--- config.mk ---
export PLATFORM = sky130hd
export DESIGN_NAME = sup_wdog_top
export DESIGN_NICKNAME = d
export VERILOG_FILES = /design/src/rtl/sup_pkg.sv /design/src/rtl/sup_wd_edge.sv /design/src/rtl/sup_wd_timer.sv /design/src/rtl/sup_rst_stretch.sv /design/src/rtl/sup_ce_gate.sv /design/src/rtl/sup_wdog_top.sv
export SDC_FILE = /design/constraint.sdc
export NUM_CORES = 1
export LEC_CHECK = 0
export BUFFER_PORTS_ARGS = -buffer_cell sky130_fd_sc_hd__buf_2
export CAP_MARGIN = 20
export CORE_MARGIN = 3
export CORE_UTILIZATION = 40
export DETAILED_ROUTE_END_ITERATION = 12
export SETUP_SLACK_MARGIN = 0.05
export SYNTH_ARGS = -nofsm -noshare
export SYNTH_HDL_FRONTEND = slang
export SYNTH_HIERARCHICAL = 1
export SYNTH_SLANG_ARGS = --single-unit
--- constraint.sdc ---
create_clock -name clk -period 2.45 [get_ports clk]
set_clock_uncertainty 0.2 [all_clocks]
set_input_delay 0.3675 -clock clk [delete_from_list [all_inputs] [get_ports clk]]
set_output_delay 0.3675 -clock clk [all_outputs]
set_load 0.01 [all_outputs]
--- src/rtl/sup_pkg.sv ---
// Package sup_pkg: shared helpers for the supervisor blocks.
// Assumes all counts passed in are at least 1.
package sup_pkg;

    // Number of bits needed to hold the values 0..n.
    function automatic int cnt_width(input int n);
        return (n < 2) ? 1 : $clog2(n + 1);
    endfunction

    // Watchdog window choice.
    typedef enum logic {
        WD_SHORT = 1'b0,
        WD_LONG  = 1'b1
    } wd_window_e;

endpackage

--- src/rtl/sup_wd_edge.sv ---
// sup_wd_edge: brings the asynchronous watchdog strobe into the clock
// domain through two flops. It then flags any change of level, rising or
// falling, as a one-cycle service pulse. Assumes the strobe stays at each
// level for at least two clocks.
module sup_wd_edge (
    input  logic clk,
    input  logic rst_n,
    input  logic strobe,
    output logic svc_edge
);

    logic meta_q;
    logic sync_q;
    logic last_q;

    // Synchronizer chain plus one history flop for edge detection.
    always_ff @(posedge clk) begin
        if (!rst_n) begin
            meta_q <= 1'b0;
            sync_q <= 1'b0;
            last_q <= 1'b0;
        end else begin
            meta_q <= strobe;
            sync_q <= meta_q;
            last_q <= sync_q;
        end
    end

    assign svc_edge = sync_q ^ last_q;

endmodule

--- src/rtl/sup_wd_timer.sv ---
// sup_wd_timer: counts cycles since the last service pulse and raises a
// trip when the selected window runs out. The fault flag latches on a
// trip and clears only on a service pulse or when the watchdog is turned
// off. The counter is held at zero while reset is active.
module sup_wd_timer
    import sup_pkg::*;
#(
    parameter int WD_FAST = 160,
    parameter int WD_SLOW = 2560
) (
    input  logic clk,
    input  logic rst_n,
    input  logic svc_edge,
    input  logic wd_disable,
    input  logic long_sel,
    input  logic hold_clr,
    output logic trip,
    output logic fault
);

    localparam int W = cnt_width(WD_SLOW);
    localparam logic [W-1:0] FAST_LAST = W'(WD_FAST - 1);
    localparam logic [W-1:0] SLOW_LAST = W'(WD_SLOW - 1);

    logic [W-1:0] cnt_q;
    logic [W-1:0] win_last;
    wd_window_e   window;

    assign window   = wd_window_e'(long_sel);
    assign win_last = (window == WD_LONG) ? SLOW_LAST : FAST_LAST;

    // Terminal count this cycle, unless something clears the counter first.
    assign trip = !rst_n ? 1'b0 :
                  (!svc_edge && !wd_disable && !hold_clr && (cnt_q >= win_last));

    // Window counter and latched fault flag.
    always_ff @(posedge clk) begin
        if (!rst_n) begin
            cnt_q <= '0;
            fault <= 1'b0;
        end else if (svc_edge || wd_disable) begin
            cnt_q <= '0;
            fault <= 1'b0;
        end else if (hold_clr) begin
            cnt_q <= '0;
        end else if (trip) begin
            cnt_q <= '0;
            fault <= 1'b1;
        end else begin
            cnt_q <= cnt_q + 1'b1;
        end
    end

    p_trip_sets_fault_r5: assert property (@(posedge clk) disable iff (!rst_n)
        trip |=> fault);
    p_cnt_bound_r5: assert property (@(posedge clk) disable iff (!rst_n)
        cnt_q <= SLOW_LAST);
    p_edge_clears_r8: assert property (@(posedge clk) disable iff (!rst_n)
        svc_edge |=> !fault);
    p_disable_quiet_r9: assert property (@(posedge clk) disable iff (!rst_n)
        wd_disable |=> (!fault && !trip));

endmodule

--- src/rtl/sup_rst_stretch.sv ---
// sup_rst_stretch: holds reset active while the supply is bad or a
// watchdog trip arrives. Once those causes are gone, it keeps reset
// active for RST_CYCLES more clock edges. Assumes RST_CYCLES >= 1.
module sup_rst_stretch
    import sup_pkg::*;
#(
    parameter int RST_CYCLES = 1000
) (
    input  logic clk,
    input  logic rst_n,
    input  logic supply_ok,
    input  logic trip,
    output logic rst_active
);

    localparam int W = cnt_width(RST_CYCLES);
    localparam logic [W-1:0] RST_LAST = W'(RST_CYCLES - 1);

    logic [W-1:0] cnt_q;

    // Restart on any cause; count down the stretch once the causes clear.
    always_ff @(posedge clk) begin
        if (!rst_n || !supply_ok || trip) begin
            cnt_q      <= '0;
            rst_active <= 1'b1;
        end else if (rst_active) begin
            if (cnt_q == RST_LAST) begin
                cnt_q      <= '0;
                rst_active <= 1'b0;
            end else begin
                cnt_q <= cnt_q + 1'b1;
            end
        end
    end

    p_supply_drop_r1: assert property (@(posedge clk) disable iff (!rst_n)
        !supply_ok |=> rst_active);
    p_cnt_range_r2: assert property (@(posedge clk) disable iff (!rst_n)
        cnt_q <= RST_LAST);
    p_trip_resets_r7: assert property (@(posedge clk) disable iff (!rst_n)
        trip |=> (rst_active && cnt_q == '0));

endmodule

--- src/rtl/sup_ce_gate.sv ---
// sup_ce_gate: blocks the active-low chip enable while reset is active.
// If the enable is low at the moment reset begins, it keeps the enable
// low for up to CE_HOLD cycles, or until the request is withdrawn.
// Assumes CE_HOLD >= 1.
module sup_ce_gate
    import sup_pkg::*;
#(
    parameter int CE_HOLD = 15
) (
    input  logic clk,
    input  logic rst_n,
    input  logic rst_any,
    input  logic ce_in_n,
    output logic ce_out_n
);

    localparam int W = cnt_width(CE_HOLD);
    localparam logic [W-1:0] HOLD_LAST = W'(CE_HOLD - 1);
    localparam logic         MULTI     = (CE_HOLD > 1);

    logic         rst_seen_q;
    logic         hold_q;
    logic [W-1:0] hcnt_q;
    logic         hold_start;
    logic         hold_ok;

    assign hold_start = rst_n && rst_any && !rst_seen_q && !ce_in_n;
    assign hold_ok    = hold_start || hold_q;
    assign ce_out_n   = ce_in_n || (rst_any && !hold_ok);

    // Track reset history and time the bounded hold window.
    always_ff @(posedge clk) begin
        if (!rst_n) begin
            rst_seen_q <= 1'b1;
            hold_q     <= 1'b0;
            hcnt_q     <= '0;
        end else begin
            rst_seen_q <= rst_any;
            if (hold_start) begin
                hold_q <= MULTI;
                hcnt_q <= W'(1);
            end else if (hold_q && (ce_in_n || hcnt_q == HOLD_LAST)) begin
                hold_q <= 1'b0;
                hcnt_q <= '0;
            end else if (hold_q) begin
                hcnt_q <= hcnt_q + 1'b1;
            end
        end
    end

    p_ce_needs_request_r10: assert property (@(posedge clk) disable iff (!rst_n)
        !ce_out_n |-> !ce_in_n);
    p_hold_bounded_r11: assert property (@(posedge clk) disable iff (!rst_n)
        hold_q |-> (hcnt_q >= W'(1) && hcnt_q <= HOLD_LAST));
    p_hold_ends_r12: assert property (@(posedge clk) disable iff (!rst_n)
        (hold_q && ce_in_n) |=> !hold_q);

endmodule

--- src/rtl/sup_wdog_top.sv ---
// sup_wdog_top: supervisor top. It joins the strobe edge detector, the
// watchdog timer, the reset stretcher and the chip-enable gate. Supply
// health reaches the reset, low-line and enable outputs without delay.
// Assumes supply_ok, wd_disable, wd_long_sel and ce_in_n are synchronous
// to clk.
module sup_wdog_top #(
    parameter int RST_CYCLES = 1000,
    parameter int WD_FAST    = 160,
    parameter int WD_SLOW    = 2560,
    parameter int CE_HOLD    = 15
) (
    input  logic clk,
    input  logic rst_n,
    input  logic supply_ok,
    input  logic wd_strobe,
    input  logic wd_disable,
    input  logic wd_long_sel,
    input  logic ce_in_n,
    output logic reset_n_out,
    output logic reset_out,
    output logic wd_fault_n,
    output logic low_line_n,
    output logic ce_out_n
);

    logic svc_edge;
    logic trip;
    logic fault;
    logic rst_active;
    logic rst_any;

    sup_wd_edge u_edge (
        .clk      (clk),
        .rst_n    (rst_n),
        .strobe   (wd_strobe),
        .svc_edge (svc_edge)
    );

    sup_wd_timer #(
        .WD_FAST (WD_FAST),
        .WD_SLOW (WD_SLOW)
    ) u_timer (
        .clk        (clk),
        .rst_n      (rst_n),
        .svc_edge   (svc_edge),
        .wd_disable (wd_disable),
        .long_sel   (wd_long_sel),
        .hold_clr   (rst_active),
        .trip       (trip),
        .fault      (fault)
    );

    sup_rst_stretch #(
        .RST_CYCLES (RST_CYCLES)
    ) u_stretch (
        .clk        (clk),
        .rst_n      (rst_n),
        .supply_ok  (supply_ok),
        .trip       (trip),
        .rst_active (rst_active)
    );

    // Reset is active from any cause, including the power-on input itself.
    assign rst_any = rst_active || !supply_ok || !rst_n;

    sup_ce_gate #(
        .CE_HOLD (CE_HOLD)
    ) u_ce (
        .clk      (clk),
        .rst_n    (rst_n),
        .rst_any  (rst_any),
        .ce_in_n  (ce_in_n),
        .ce_out_n (ce_out_n)
    );

    assign reset_n_out = !rst_any;
    assign reset_out   = rst_any;
    assign wd_fault_n  = !(rst_n && fault);
    assign low_line_n  = supply_ok;

    p_fault_reset_r7: assert property (@(posedge clk) disable iff (!rst_n)
        $fell(wd_fault_n) |-> !reset_n_out);

endmodule

==> impl_results.rst <==
.. list-table::
   :header-rows: 1

   * - Metric
     - Value
   * - Total negative setup slack
     - 0 ps
   * - Endpoint kind of the worst setup timing path
     - flip-flop
   * - TritonCTS clock tree
     - yes
   * - Number of hold buffers added after CTS
     - 0
   * - Met2 usage in global routing
     - 21.4%
   * - Total number of yosys warnings
     - 6
   * - Maximum number of pins on one net before global-route repair
     - 18
   * - Library cells used by synthesis
     - 47
   * - Worst reg2reg path startpoint
     - u_timer/cnt_q[6]$_SDFF_PP0_
   * - Total track usage
     - 13.5%
   * - Die extent in x
     - 70.4 um
   * - Fin. Hold Viols
     - 0
   * - Slew HR
     - 74.0%
   * - RSZ-0062 raised after global routing
     - no
   * - Clock transition at the registers of the reported paths
     - 70 ps
   * - Port-buffer cells
     - 11
   * - Peak supply drop
     - approximately 540 uV
   * - Number of levels the H-tree was split into
     - 2
   * - Clock latency on the worst-skew pair
     - 270 ps
   * - Diodes inserted
     - 0
   * - Worst setup path startpoint
     - u_timer/cnt_q[6]$_SDFF_PP0_
   * - Syn Inst Count
     - 183
   * - Commonest cells after routing, fill and taps aside
     - sky130_fd_sc_hd__dfxtp_1 (33), sky130_fd_sc_hd__nor2_1 (27), sky130_fd_sc_hd__nand2_1 (14)
   * - Total die area
     - 4960 sq um
   * - Vias in the first global route
     - 1303
   * - Number of detailed-route iterations in the first pass
     - 4
   * - Ratio of final minimum period to clock period
     - around nine tenths
   * - Max FO, Critical Path
     - 5
   * - Global-route wire length before repair
     - roughly 5500 um
   * - Power Dens Cells
     - 607 nW/um^2
   * - Core Footprint
     - 3830 sq um
   * - Final routed wirelength across all metal layers
     - 3260 um
   * - Post-route ant nets
     - 0
   * - Minimum period implied by the final worst setup slack
     - 2240 ps
   * - Hold wc startpoint
     - wd_strobe
   * - Most Crowded Layer GR
     - met2
   * - M1 GR Usage
     - 17.4%
   * - Pins Over Slew Limit
     - 0
   * - Leakage power summed over all cells
     - 0.795 nW
   * - Category of the worst setup path launch point
     - flip-flop
   * - Nets
     - 218
   * - Cell family with most CP delay
     - compound AO/OA/AOI/OAI gates
   * - Synth Cell Area
     - about 1700 sq um
   * - Longest individual stage delay on the worst path
     - 320 ps
   * - Overall die height
     - 70.4 um
   * - Area Growth Syn to Fin
     - 17.1%
   * - Status
     - complete, no violations
   * - Average via count per standard cell
     - 5.37
   * - Max cap viols
     - 0
   * - Worst-Margin Slew
     - 381 ps
   * - Share of cells above drive strength 1
     - around a fifth
   * - CP cell instances
     - ha_1 > a21o_1 > a31o_2 > a211oi_2 > nor2_1 > and3b_2 > o31ai_4 > o31ai_2
   * - Number of register bits inferred by synthesis
     - 33
   * - Half-perimeter wire length after placement
     - 2290 um
   * - Most common library cell in the layout ignoring fill and taps
     - sky130_fd_sc_hd__dfxtp_1
   * - Data required, critical path
     - between 2000 and 2500 ps
   * - Number of clock sinks seen by CTS
     - 33
   * - Overflow after GRT
     - 0
   * - Proportion of synthesized chip area in sequential cells
     - 39.8%
   * - Mean instance size in the synthesized netlist
     - between 9 and 10 sq um
   * - Count of buffer and inverter cells on the critical path
     - 0
   * - Number of clock buffers inserted by TritonCTS
     - 5
   * - Total nets after synthesis
     - 198
   * - Grt met3 use
     - 4.03%
   * - Post-Route Hold Slack
     - 98.8 ps
   * - Effective utilization at floorplan
     - 43.4%
   * - Final weighted congestion in routability-driven placement
     - between 0.7 and 0.8
   * - Hold Crit Class
     - in -> reg
   * - Detail-routed net length per standard cell
     - between 10 and 15 um
   * - Crit Path Category
     - reg -> reg
   * - Count of filler cells inserted in the layout
     - 356
   * - WP data arrival
     - 2230 ps
   * - Antenna violations before repair
     - 0
   * - FP Rows
     - 22
   * - Clock root buffer master
     - sky130_fd_sc_hd__clkbuf_8
   * - Number of top-level pins
     - 12
   * - Number of design-rule violations left by the first detailed-router iteration
     - 71
   * - Remaining DRCs
     - 0
   * - Largest buffer count on any clock path
     - 2
   * - Highest Clock Rate
     - 0.446 GHz
   * - Vias
     - 1354
   * - Slowest stage cell on the critical path
     - sky130_fd_sc_hd__dfxtp_1
   * - Final-report setup violation count
     - 0
[path summary, 6_finish.rpt]
path / cells after the start / slack, ps / to
worst min register to register: 1 / 240 / u_edge/sync_q$_SDFF_PN0_
worst min-delay path: 2 / 100 / u_edge/meta_q$_SDFF_PN0_
worst max register to register: 8 / 210 / u_stretch/cnt_q[3]$_SDFFE_PP0P_
worst max-delay path: 8 / 210 / u_stretch/cnt_q[3]$_SDFFE_PP0P_
[where the power goes]
part	leakage [nW]	switching (mW)	internal, mW
clock	0.0681	0.193	0.404
combinational	0.461	0.0213	0.0186
sequential	0.267	0.00347	0.540
total	0.795	0.218	0.962
[area by class of cell]
| class | count | area [sq um] | share of cell area, % |
|---|---|---|---|
| Clock buffer | 5 | 68.8 | 3.54 |
| Clock inverter | 3 | 65.1 | 3.35 |
| Inverter | 6 | 22.5 | 1.16 |
| Multi-Input combinational cell | 139 | 960 | 49.4 |
| Sequential cell | 33 | 661 | 34.0 |
| Tap cell | 48 | 60.1 | 3.09 |
| Timing Repair Buffer | 18 | 108 | 5.53 |
[kinds of logic after synthesis]
| kind of cell | Yosys count | share of synthesized area [%] |
|---|---|---|
| flops | 33 | 39.8 |
| simple gates | 87 | 28.0 |
| compound gates | 28 | 14.1 |
| buf+inv | 11 | 3.62 |
| fa+ha+maj | 8 | 6.03 |
| xor+xnor | 16 | 8.44 |
[metal layers]
layer  vias to the layer above  share of wire [%]
met5                         -                  0
met3                         2                3.0
li1                        686                  -
met4                         0               0.58
met1                       647                 49
met2                        19                 47
[synth_stat cells, drive strengths merged]
master    n  area (sq um)
nand4b    1          23.8
and3      4          26.3
nor4      1          6.26
o21bai    1          7.51
a31o      4          35.0
dfxtp    33           661
a31oi     1          6.26
and3b     2          18.8
a22o      2          17.5
and4      1          8.76
inv       6          22.5
or3       1          6.26
o211ai    1          7.51
nor3b     1          7.51
or3b      1          8.76
ha        8           100
nand2    14          52.6
nand4     6          37.5
nor3      7          35.0
a2111oi   1          8.76
o22ai     3          18.8
nor2     27           101
buf       3          26.3
o31ai     3          36.3
clkbuf    2          11.3
o21ai     1          5.00
a21oi     1          8.76
xnor2     5          43.8
a211oi    2          15.0
o32a      1          11.3
xor2     11          96.3
nand2b    6          40.0
nand3     7          35.0
nand3b    2          15.0
o21a      2          15.0
a41oi     1          8.76
o31a      2          17.5
and2      5          32.5
or4b      1          10.0
a21o      2          15.0
[metrics by stage]
| step | setup slack (ps) | total power, mW | std cells | utilization [%] | instance area (sq um) |
|---|---|---|---|---|---|
| finish | 207 | 1.18 | 252 | 50.8 | 1940 |
| global route | 84.0 | 1.22 | 252 | 50.8 | 1940 |
| CTS | 92.2 | 1.20 | 252 | 50.6 | 1930 |
| detailed placement | -120 | 0.593 | 242 | 46.4 | 1780 |
| global placement | -0.426 | 0.591 | 242 | 46.4 | 1780 |
| floorplan | 84.2 | 0.575 | 183 | - | 1660 |
[flip-flops by register name, summed over array words and instances (netlist names)]
register and flops:
u_ce/rst_seen_q 1, u_edge/last_q 1, u_stretch/rst_active 1, u_timer/cnt_q 12
u_stretch/cnt_q 10, u_timer/fault 1, u_edge/sync_q 1, u_ce/hcnt_q 4
u_edge/meta_q 1, u_ce/hold_q 1
[timing repair]
action | 4_1_cts | 5_1_grt
endpoints found under the setup margin | 4 | 6
pin swaps | 0 | 3
resized for setup | 2 | 4
setup buffers | 2 | 0
(Power assumes the default switching activity.)
